$ cat src/rtl/moesif_pkg.sv
package moesif_pkg;

  typedef enum logic [2:0] {
    ST_I = 3'd0,
    ST_S = 3'd1,
    ST_F = 3'd2,
    ST_E = 3'd3,
    ST_O = 3'd4,
    ST_M = 3'd5
  } line_st_t;

  typedef enum logic [1:0] {
    BR_NONE  = 2'd0,
    BR_READ  = 2'd1,
    BR_WRITE = 2'd2,
    BR_UPG   = 2'd3
  } bus_req_t;

  localparam logic [2:0] EV_LOC_RD  = 3'd0;
  localparam logic [2:0] EV_LOC_WR  = 3'd1;
  localparam logic [2:0] EV_LOC_EVC = 3'd2;
  localparam logic [2:0] EV_BUS_RD  = 3'd3;
  localparam logic [2:0] EV_BUS_WR  = 3'd4;
  localparam logic [2:0] EV_BUS_UPG = 3'd5;

  typedef struct packed {
    line_st_t st;
    bus_req_t req;
    logic     supply;
    logic     wback;
    logic     err;
  } coh_resp_t;

endpackage

$ cat src/rtl/moesif_tag_array.sv
module moesif_tag_array
  import moesif_pkg::*;
#(
  parameter int IDX_W = 2,
  parameter int TAG_W = 6
) (
  input  logic             clk,
  input  logic             rst_n,
  input  logic [IDX_W-1:0] rd_idx,
  output logic [TAG_W-1:0] rd_tag,
  output line_st_t         rd_st,
  input  logic             wr_en,
  input  logic [IDX_W-1:0] wr_idx,
  input  logic [TAG_W-1:0] wr_tag,
  input  line_st_t         wr_st
);

  localparam int SETS = 1 << IDX_W;

  line_st_t         st_vec  [SETS];
  logic [TAG_W-1:0] tag_vec [SETS];

  for (genvar g = 0; g < SETS; g++) begin : g_set
    line_st_t         st_q;
    logic [TAG_W-1:0] tag_q;
    logic             sel;

    assign sel = wr_en && (wr_idx == IDX_W'(g));

    always_ff @(posedge clk or negedge rst_n) begin
      if (!rst_n) begin
        st_q <= ST_I;
      end else if (sel) begin
        st_q <= wr_st;
      end
    end

    always_ff @(posedge clk) begin
      if (sel) begin
        tag_q <= wr_tag;
      end
    end

    assign st_vec[g]  = st_q;
    assign tag_vec[g] = tag_q;
  end

  assign rd_st  = st_vec[rd_idx];
  assign rd_tag = tag_vec[rd_idx];

endmodule

$ cat src/rtl/moesif_next.sv
module moesif_next
  import moesif_pkg::*;
(
  input  logic [2:0] kind,
  input  line_st_t   cur_st,
  input  logic       tag_hit,
  input  logic       shared,
  output coh_resp_t  resp,
  output logic       upd
);

  logic     present;
  logic     foreign;
  line_st_t eff;

  assign present = tag_hit && (cur_st != ST_I);
  assign foreign = !tag_hit && (cur_st != ST_I);
  assign eff     = present ? cur_st : ST_I;

  always_comb begin
    resp.st     = eff;
    resp.req    = BR_NONE;
    resp.supply = 1'b0;
    resp.wback  = 1'b0;
    resp.err    = 1'b0;
    upd         = 1'b0;
    case (kind)
      EV_LOC_RD: begin
        if (foreign) begin
          resp.err = 1'b1;
        end else if (!present) begin
          resp.req = BR_READ;
          resp.st  = shared ? ST_F : ST_E;
          upd      = 1'b1;
        end
      end
      EV_LOC_WR: begin
        if (foreign) begin
          resp.err = 1'b1;
        end else begin
          case (eff)
            ST_I: begin
              resp.req = BR_WRITE;
              resp.st  = ST_M;
              upd      = 1'b1;
            end
            ST_S, ST_F, ST_O: begin
              resp.req = BR_UPG;
              resp.st  = ST_M;
              upd      = 1'b1;
            end
            ST_E: begin
              resp.st = ST_M;
              upd     = 1'b1;
            end
            default: ;
          endcase
        end
      end
      EV_LOC_EVC: begin
        if (!present) begin
          resp.err = 1'b1;
        end else begin
          resp.wback = (eff == ST_M) || (eff == ST_O);
          resp.st    = ST_I;
          upd        = 1'b1;
        end
      end
      EV_BUS_RD: begin
        if (present) begin
          case (eff)
            ST_M: begin resp.st = ST_O; resp.supply = 1'b1; upd = 1'b1; end
            ST_O: begin resp.supply = 1'b1; end
            ST_E: begin resp.st = ST_F; resp.supply = 1'b1; upd = 1'b1; end
            ST_F: begin resp.st = ST_S; resp.supply = 1'b1; upd = 1'b1; end
            default: ;
          endcase
        end
      end
      EV_BUS_WR: begin
        if (present) begin
          resp.supply = (eff != ST_S);
          resp.st     = ST_I;
          upd         = 1'b1;
        end
      end
      EV_BUS_UPG: begin
        if (present) begin
          if ((eff == ST_M) || (eff == ST_E)) begin
            resp.err = 1'b1;
          end else begin
            resp.wback = (eff == ST_O);
            resp.st    = ST_I;
            upd        = 1'b1;
          end
        end
      end
      default: resp.err = 1'b1;
    endcase
  end

endmodule

$ cat src/rtl/moesif_resp_reg.sv
module moesif_resp_reg
  import moesif_pkg::*;
(
  input  logic      clk,
  input  logic      rst_n,
  input  logic      load,
  input  coh_resp_t resp_d,
  output logic      valid_q,
  output coh_resp_t resp_q
);

  logic      valid_d;
  coh_resp_t nxt;

  always_comb begin
    valid_d = load;
    nxt     = resp_q;
    if (load) begin
      nxt = resp_d;
    end else begin
      nxt.req    = BR_NONE;
      nxt.supply = 1'b0;
      nxt.wback  = 1'b0;
      nxt.err    = 1'b0;
    end
  end

  always_ff @(posedge clk or negedge rst_n) begin
    if (!rst_n) begin
      valid_q <= 1'b0;
      resp_q  <= '{st: ST_I, req: BR_NONE, supply: 1'b0, wback: 1'b0, err: 1'b0};
    end else begin
      valid_q <= valid_d;
      resp_q  <= nxt;
    end
  end


  idle_no_action_chk: assert property (@(posedge clk) disable iff (!rst_n)
    !valid_q |-> (resp_q.req == BR_NONE) && !resp_q.supply && !resp_q.wback && !resp_q.err);

endmodule

$ cat src/rtl/moesif_snoop_ctrl.sv
module moesif_snoop_ctrl
  import moesif_pkg::*;
#(
  parameter int ADDR_W = 8,
  parameter int IDX_W  = 2
) (
  input  logic              clk,
  input  logic              rst_n,
  input  logic              evt_valid,
  input  logic [2:0]        evt_kind,
  input  logic [ADDR_W-1:0] evt_addr,
  input  logic              bus_shared,
  output logic              rsp_valid,
  output logic [2:0]        rsp_state,
  output logic [1:0]        rsp_bus_req,
  output logic              rsp_supply,
  output logic              rsp_writeback,
  output logic              rsp_error
);

  localparam int TAG_W = ADDR_W - IDX_W;

  logic rst_meta, rst_q;

  always_ff @(posedge clk or negedge rst_n) begin
    if (!rst_n) begin
      rst_meta <= 1'b0;
      rst_q    <= 1'b0;
    end else begin
      rst_meta <= 1'b1;
      rst_q    <= rst_meta;
    end
  end

  logic [IDX_W-1:0] idx;
  logic [TAG_W-1:0] tag;
  logic [TAG_W-1:0] line_tag;
  line_st_t         line_st;
  coh_resp_t        resp_d, resp_q;
  logic             upd;

  assign idx = evt_addr[IDX_W-1:0];
  assign tag = evt_addr[ADDR_W-1:IDX_W];

  moesif_tag_array #(.IDX_W(IDX_W), .TAG_W(TAG_W)) u_array (
    .clk    (clk),
    .rst_n  (rst_q),
    .rd_idx (idx),
    .rd_tag (line_tag),
    .rd_st  (line_st),
    .wr_en  (evt_valid && upd),
    .wr_idx (idx),
    .wr_tag (tag),
    .wr_st  (resp_d.st)
  );

  moesif_next u_next (
    .kind    (evt_kind),
    .cur_st  (line_st),
    .tag_hit (line_tag == tag),
    .shared  (bus_shared),
    .resp    (resp_d),
    .upd     (upd)
  );

  moesif_resp_reg u_resp (
    .clk     (clk),
    .rst_n   (rst_q),
    .load    (evt_valid),
    .resp_d  (resp_d),
    .valid_q (rsp_valid),
    .resp_q  (resp_q)
  );

  assign rsp_state     = resp_q.st;
  assign rsp_bus_req   = resp_q.req;
  assign rsp_supply    = resp_q.supply;
  assign rsp_writeback = resp_q.wback;
  assign rsp_error     = resp_q.err;


  state_code_chk: assert property (@(posedge clk) disable iff (!rst_q)
    rsp_state <= 3'd5);


  upgrade_ends_m_chk: assert property (@(posedge clk) disable iff (!rst_q)
    (rsp_bus_req == 2'd3) |-> (rsp_state == 3'd5));


  wback_leaves_i_chk: assert property (@(posedge clk) disable iff (!rst_q)
    rsp_writeback |-> (rsp_state == 3'd0) && !rsp_supply);


  error_quiet_chk: assert property (@(posedge clk) disable iff (!rst_q)
    rsp_error |-> (rsp_bus_req == 2'd0) && !rsp_supply && !rsp_writeback);


  supply_on_snoop_chk: assert property (@(posedge clk) disable iff (!rst_q)
    rsp_supply |-> ($past(evt_kind) == 3'd3) || ($past(evt_kind) == 3'd4));


  valid_follows_chk: assert property (@(posedge clk) disable iff (!rst_q)
    evt_valid |=> rsp_valid);

endmodule

$ cat config.mk
export PLATFORM = sky130hd
export DESIGN_NAME = moesif_snoop_ctrl
export DESIGN_NICKNAME = d
export VERILOG_FILES = /design/src/rtl/moesif_pkg.sv /design/src/rtl/moesif_tag_array.sv /design/src/rtl/moesif_next.sv /design/src/rtl/moesif_resp_reg.sv /design/src/rtl/moesif_snoop_ctrl.sv
export SDC_FILE = /design/constraint.sdc
export NUM_CORES = 1
export LEC_CHECK = 0
export BUFFER_PORTS_ARGS = -buffer_cell sky130_fd_sc_hd__buf_2
export CELL_PAD_IN_SITES_DETAIL_PLACEMENT = 1
export CELL_PAD_IN_SITES_GLOBAL_PLACEMENT = 1
export CORE_ASPECT_RATIO = 1.25
export CORE_MARGIN = 2
export CORE_UTILIZATION = 48
export DETAILED_ROUTE_END_ITERATION = 8
export PLACE_DENSITY_LB_ADDON = 0.1
export SLEW_MARGIN = 20
export SYNTH_ARGS = -nofsm -noshare
export SYNTH_HDL_FRONTEND = slang
export SYNTH_SLANG_ARGS = --single-unit
$ cat constraint.sdc
create_clock -name clk -period 0.95 [get_ports clk]
set_input_delay 0.095 -clock clk [delete_from_list [all_inputs] [get_ports clk]]
set_output_delay 0.095 -clock clk [all_outputs]
set_load 0.01 [all_outputs]
==> results of run 1 <==
-- worst reg2reg max path: cells and delay by family (launching register included) --
| kind | cells | cell delay, ps |
|---|---|---|
| multiplexers | 2 | 940 |
| flip-flops | 1 | 430 |
| AND/OR/NAND/NOR | 3 | 940 |
| AO/OA/AOI/OAI | 2 | 280 |
-- per-stage QoR --
stage          setup TNS [ps]  instances  utilization
2_1_floorplan          -58400        179            -
3_3_place_gp           -65680        299       0.6122
3_5_place_dp           -70470        299       0.6122
4_1_cts                -65760        316       0.6807
5_1_grt                -73410        319       0.7119
6_report               -71720        319       0.7119
-- power by group --
part | switching [µW] | internal (µW) | total, µW
clock network | 744 | 690 | 1430
registers | 34.5 | 2200 | 2230
logic | 540 | 505 | 1050
-- registers in the layout, indices dropped and copies added, names as in the netlist --
register and count:
rst_meta 1, rst_q 1, u_array.g_set.st_q 12, u_array.g_set.tag_q 24
u_resp.resp_q 8, u_resp.valid_q 1
-- layout by cell type, fill, tap and decap left out, types with 5 or more instances in the layout --
cell	n
buf_4	42
a21oi_1	7
mux2_4	15
nor2_1	9
mux4_2	7
nand2b_1	5
clkbuf_8	5
edfxtp_1	24
dfrtp_1	23
xnor2_1	6
buf_2	22
buf_6	13
nand2_1	5
-- layer usage --
| metal | track usage | vias to the layer above | routed length [µm] | part of all wire |
|---|---|---|---|---|
| met5 | 0 | - | 0 | 0 |
| met4 | 0.1163 | 0 | 362 | 0.048 |
| met3 | 0.04743 | 26 | 250 | 0.033 |
| met2 | 0.5170 | 50 | 4238 | 0.56 |
| met1 | 0.3076 | 945 | 2765 | 0.36 |
| li1 | - | 822 | - | - |
-- cells by family (layout without fill, tap and decap cells) --
group	after synthesis	count (layout)	synth area share
and+or+nand+nor	49	49	0.1337
DFF	47	47	0.5473
AOI/OAI and AO/OA	34	34	0.09985
muxes	26	26	0.1595
buffers and inverters	13	93	0.02482
xor gates and xnor gates	9	9	0.03328
other	1	1	0.001583
-- timing repair --
| action | in CTS | in global routing |
|---|---|---|
| hold endpoints to repair | 2 | 0 |
| pin swaps | 10 | 13 |
| cloned | 0 | 0 |
| hold buffers | 1 | 0 |
| setup buffers | 9 | 5 |
| setup endpoints to repair | 44 | 49 |
| resized for setup | 36 | 27 |
-- worst max-delay path by stage --
stage / slack (ps) / endpoint / from
2_1_floorplan: -1510 / u_array.g_set[2].st_q[1] / u_array.g_set[3].st_q[2]
3_3_place_gp: -1580 / u_array.g_set[0].tag_q[4] / u_array.g_set[1].st_q[1]
3_5_place_dp: -1690 / u_array.g_set[1].st_q[0] / evt_addr[0]
4_1_cts: -1620 / u_array.g_set[1].st_q[1] / u_array.g_set[2].st_q[1]
5_1_grt: -1780 / u_array.g_set[1].st_q[1] / u_array.g_set[3].st_q[0]
6_report: -1750 / u_array.g_set[1].st_q[1] / u_array.g_set[3].st_q[0]
-- final cells by class --
type	count	area (µm²)
multi-input cells	119	1221
clock buffers	6	93.84
repair buffers	82	651.9
fillers	463	1363
clock inverters	2	15.01
flip-flops and latches	47	1296
well taps	60	75.07
inverters	3	13.76
==> impl_results.md, run 1 <==
- Startpoint kind of the worst setup timing path: flop
- Nets: 273
- YS warnings: 0
- Share of async-settable or async-resettable flops after synthesis: 0.4894
- Core footprint: 4730 µm²
- Netlist Area Pre-Place: 2369 µm²
- Final weighted congestion in routability-driven placement: 0.8323
- Final design area excluding fillers: 3367 µm²
- Synth area leader: edfxtp_1
- Count of clock tree sinks: 47
- Number of top-level design ports: 24
- Area contributors post-synth: edfxtp_1 30%, dfrtp_1 24%, mux4_2 6.7%
- Fraction of final layout cells sized beyond drive strength 1: 0.5598
- Routed length per placed instance: 23.87 µm
- Area growth syn-to-layout: 42.16%
- Count of cell types in the netlist: 49
- Commonest cells in the netlist: 24 x edfxtp_1, 23 x dfrtp_1, 12 x a21oi_1, 10 x nand2_1, 10 x nor2_1
- Post-layout min period: 2704 ps
- Worst Path Class, Setup: reg -> reg
- Max Root-Sink Buffers: 2
- Number of flops mapped to enable cells by yosys: 24
- Max Clock Skew: 10.61 ps
- Crit path buf inv count: 0
- DRT iter0 DRCs: 76
- Vias in the first global route: 1956
- Root buffer cell: clkbuf_8
- Sort of element at the end of the critical path: flop
- Global router's overall resource usage: 0.2768
- Post-synthesis instance total: 179
- H-tree depth reported by CTS: 2
- Port-buffer cells: 23
- Clock Pin Slew Worst Setup and Hold Paths: 100 ps
- Overall die area: 5516 µm²
- Overflow left after global routing: 0
- Total stage count of the critical path: 7
- Standard-cell rows: 28
- Pins over their slew limit: 0
- Cell depth of the worst min-delay path: 2
- Antenna violations before repair: 0
- Max stage delay cell, worst path: mux4_2
- Pin count of the biggest net entering global routing: 22
- Top flip-flop cell by instance count after synthesis: edfxtp_1
- Setup slack on the worst flop-to-flop path: -1750 ps
- Path type of the worst min-delay path: in -> reg
- Number of vias in the routed layout: 1843
- Wire length of the first global-routing pass: 10760 µm
- Length of the first detailed-routing pass in iterations: 4
- Post-Route WL: 7616 µm
- Period utilization: 2.846
- Number of vias per cell: 5.777
- Die Span Y: 82.54 µm
- Initial standard-cell utilization of the core: 0.5008
- Pre-CTS setup slack: -1687 ps
- Start point of the worst hold path: evt_addr[5]
- Mapped Avg Cell Area: 13.23 µm²
- Final hold violations: 0
- Cell depth of the worst flop-to-flop path: 7
- Slowest stage delay, CP: 610 ps
- Post-route DRC: 0
- Post-detailed-placement cell area: 2895 µm²
- Total chip power: 4715 µW
- Largest driver fanout on the critical path: 5
- Capturing point of the worst reg2reg path: u_array.g_set[1].st_q[1]
- Detailed placement HPWL: 4714 µm
- Number of antenna diodes: 0
- Number of setup violations in the final report: 45
- CTS buffer count: 5
- Ordered list of cells on the worst path: mux4_2 -> or2_1 -> nand2_1 -> a211o_4 -> o211ai_4 -> or4_4 -> mux2_4
- Cell with the most instances after synthesis: edfxtp_1
- Status: complete, but fails checks
- Leakage power total: 0.001457 µW
- Portion of synthesized cell area occupied by the leading cell type: 0.3043
- Number of violations of the max-capacitance limit: 0
- Sequential share of the synthesized area: 0.5473
- TritonCTS clock tree: yes
- RSZ-0062 raised after global routing: yes
- Seq cells post-synth: 47
- Min Hold Slack: 101.5 ps
- Width of the die: 66.83 µm
- Critical path's top delay family: multiplexers
- Data required time of the worst path: 1150 ps
- Failing checks: setup timing
- Arrival time of the worst setup path: 2900 ps
- R2R Path Start: u_array.g_set[3].st_q[0]
- Synthesized net count: 194
- Peak clock frequency supported by timing: 369.9 MHz
- Post-route antenna net violation count: 0
- Max rail drop VDD: 1.230 mV
- Fin worst setup slack: -1754 ps
- Insertion delay of the later-clocked pin in the worst-skew pair: 310 ps
- Endpoint, Worst Hold: u_array.g_set[2].tag_q[3]
- Total power density per cell area: 1400 nW/µm²
No activity file was read; power rests on OpenSTA's default activity.
==> inputs of run 2 (changes only) <==
--- a/config.mk
+++ b/config.mk
@@ -9,7 +9,6 @@
 export CELL_PAD_IN_SITES_DETAIL_PLACEMENT = 1
 export CELL_PAD_IN_SITES_GLOBAL_PLACEMENT = 1
 export CORE_ASPECT_RATIO = 1.25
-export CORE_MARGIN = 2
 export CORE_UTILIZATION = 48
 export DETAILED_ROUTE_END_ITERATION = 8
 export PLACE_DENSITY_LB_ADDON = 0.1
==> run 2 against run 1 <==
Sequential power about the same; the run still ends with setup timing left; fmax is 2.1% higher; sequential cell count is the same; die area is 5.3% lower; clock power up 3%.
==> impl_results.md, run 2 (synthesized netlist as in run 1, its figures left out) <==
- Global router's overall resource usage: 0.3087
- Antenna violations before repair: 0
- Post-route antenna net violation count: 0
- Pins over their slew limit: 0
- Status: complete, but fails checks
- TritonCTS clock tree: yes
- Length of the first detailed-routing pass in iterations: 4
- Post-layout min period: 2648 ps
- Most used cells in the layout excluding fill and tap cells: 44 x buf_4, 24 x edfxtp_1, 23 x dfrtp_1, 22 x buf_2
- Nets: 273
- Final design area excluding fillers: 3362 µm²
- Core footprint: 4730 µm²
- Largest register by flop count: u_array.g_set.tag_q
- Post-Route WL: 7805 µm
- Fraction of final layout cells sized beyond drive strength 1: 0.5637
- Post-detailed-placement cell area: 2855 µm²
- Root buffer cell: clkbuf_8
- Post-route DRC: 0
- Wire length of the first global-routing pass: 11210 µm
- Number of antenna diodes: 0
- Placed cell count: 297
- Peak clock frequency supported by timing: 377.6 MHz
- Capturing point of the worst reg2reg path: u_array.g_set[1].st_q[1]
- Net switching power: 1360 µW
- Clock Pin Slew Worst Setup and Hold Paths: 100 ps
- Worst Path Class, Setup: reg -> reg
- Port-buffer cells: 23
- Pin count of the biggest net entering global routing: 22
- Sort of element at the end of the critical path: flop
- Cell depth of the worst flop-to-flop path: 7
- Standard-cell rows: 28
- Overall die area: 5221 µm²
- Data required time of the worst path: 1170 ps
- Number of setup violations in the final report: 45
- Max Root-Sink Buffers: 2
- Number of vias in the routed layout: 1919
- Crit path buf inv count: 0
- Path type of the worst min-delay path: in -> async
- Pre-CTS setup slack: -1702 ps
- Final hold violations: 0
- Number of top-level design ports: 24
- Number of vias per cell: 6.016
- Ordered list of cells on the worst path: mux4_2 -> or2_4 -> nor2_8 -> a211o_4 -> o211ai_4 -> or4_4 -> mux2_4
- CTS buffer count: 5
- Routed length per placed instance: 24.47 µm
- Critical path's top delay family: simple AND/OR/NAND/NOR gates
- Startpoint kind of the worst setup timing path: flop
- R2R Path Start: u_array.g_set[1].st_q[1]
- Setup slack on the worst flop-to-flop path: -1700 ps
- Failing checks: setup timing
- Most common cell after layout, fill and taps aside: buf_4
- Number of standard cells in the layout, taps in and fillers out: 319
- FILL cells: 461
- Slowest stage delay, CP: 570 ps
- Max stage delay cell, worst path: mux4_2
- Fin worst setup slack: -1698 ps
- Comb power frac: 0.217
- RSZ-0062 raised after global routing: yes
- Detailed placement HPWL: 4514 µm
- Area growth syn-to-layout: 41.94%
- Internal: 3367 µW
- Insertion delay of the later-clocked pin in the worst-skew pair: 320 ps
- DRT iter0 DRCs: 76
- Final weighted congestion in routability-driven placement: 0.8780
- Max FFs per register: 24
- Overflow left after global routing: 0
- Max rail drop VDD: 1.283 mV
- Total power density per cell area: 1406 nW/µm²
- H-tree depth reported by CTS: 2
- Top Registers: u_array.g_set.tag_q (24), u_array.g_set.st_q (12), u_resp.resp_q (8)
- Count of clock tree sinks: 47
- Period utilization: 2.788
- Largest driver fanout on the critical path: 5
- Width of the die: 64.83 µm
- Arrival time of the worst setup path: 2870 ps
- Proportion of power drawn by flip-flops and latches: 0.472
- Number of violations of the max-capacitance limit: 0
- Vias in the first global route: 2072
- Switching portion of total power: 0.2877
- Leakage power total: 0.001439 µW
- Die Span Y: 80.54 µm
- Proportion of power drawn by the clock network: 0.310
- Max Clock Skew: 10.49 ps
- Initial standard-cell utilization of the core: 0.5008
==> run 2: worst max-delay path by stage <==
stage                                        start                   endpoint  slack (ps)  depth (start not counted)
after floorplan           u_array.g_set[3].st_q[2]   u_array.g_set[2].st_q[1]       -1510                          7
after global placement                 evt_addr[0]   u_array.g_set[1].st_q[1]       -1620                          8
after detailed placement               evt_addr[0]  u_array.g_set[0].tag_q[1]       -1700                         10
after CTS                 u_array.g_set[2].st_q[1]   u_array.g_set[1].st_q[1]       -1590                          7
after global routing      u_array.g_set[1].st_q[1]   u_array.g_set[0].st_q[0]       -1760                          9
final                     u_array.g_set[1].st_q[1]   u_array.g_set[1].st_q[1]       -1700                          7
==> run 2: cell type report <==
cell class | count | area [µm²] | share of cell area
Inverter | 3 | 16.27 | 0.004838
Clock buffer | 6 | 93.84 | 0.02791
Tap cell | 60 | 75.07 | 0.02233
Sequential cell | 47 | 1296 | 0.3856
Timing Repair Buffer | 82 | 623.1 | 0.1853
Clock inverter | 2 | 15.01 | 0.004466
Multi-Input combinational cell | 119 | 1242 | 0.3696
==> run 2: what timing repair did <==
item / 4_1_cts / 5_1_grt
pin swaps: 15 / 11
hold buffers: 1 / 0
cloned: 0 / 0
resized for setup: 42 / 21
buffers inserted: 11 / 5
endpoints found under the hold margin: 2 / 0
endpoints found under the setup margin: 45 / 49
==> run 2: metal layers <==
layer | global-route usage | share of wire | vias to the layer above
met1 | 0.3393 | 0.39 | 1014
met5 | 0 | 0 | -
li1 | - | - | 825
met4 | 0.1644 | 0.025 | 0
met3 | 0.07102 | 0.036 | 22
met2 | 0.5448 | 0.55 | 58
==> run 2: per-stage QoR <==
step	util	hold WS (ps)	total power, µW	TNS [ps]
after floorplan	-	-200.6	2710	-58400
after global placement	0.6037	-121.0	3008	-68200
after detailed placement	0.6037	-118.7	3042	-71120
after CTS	0.6857	79.74	4541	-65060
after global routing	0.7108	91.87	4846	-73810
final	0.7108	87.99	4727	-71410
==> run 2: power groups by stage <==
stage	combinational, µW	clock [µW]	sequential (µW)
2_1_floorplan	428	0	2280
3_3_place_gp	741	0	2270
3_5_place_dp	771	0	2270
4_1_cts	909	1400	2230
5_1_grt	1080	1530	2240
6_report	1030	1470	2230
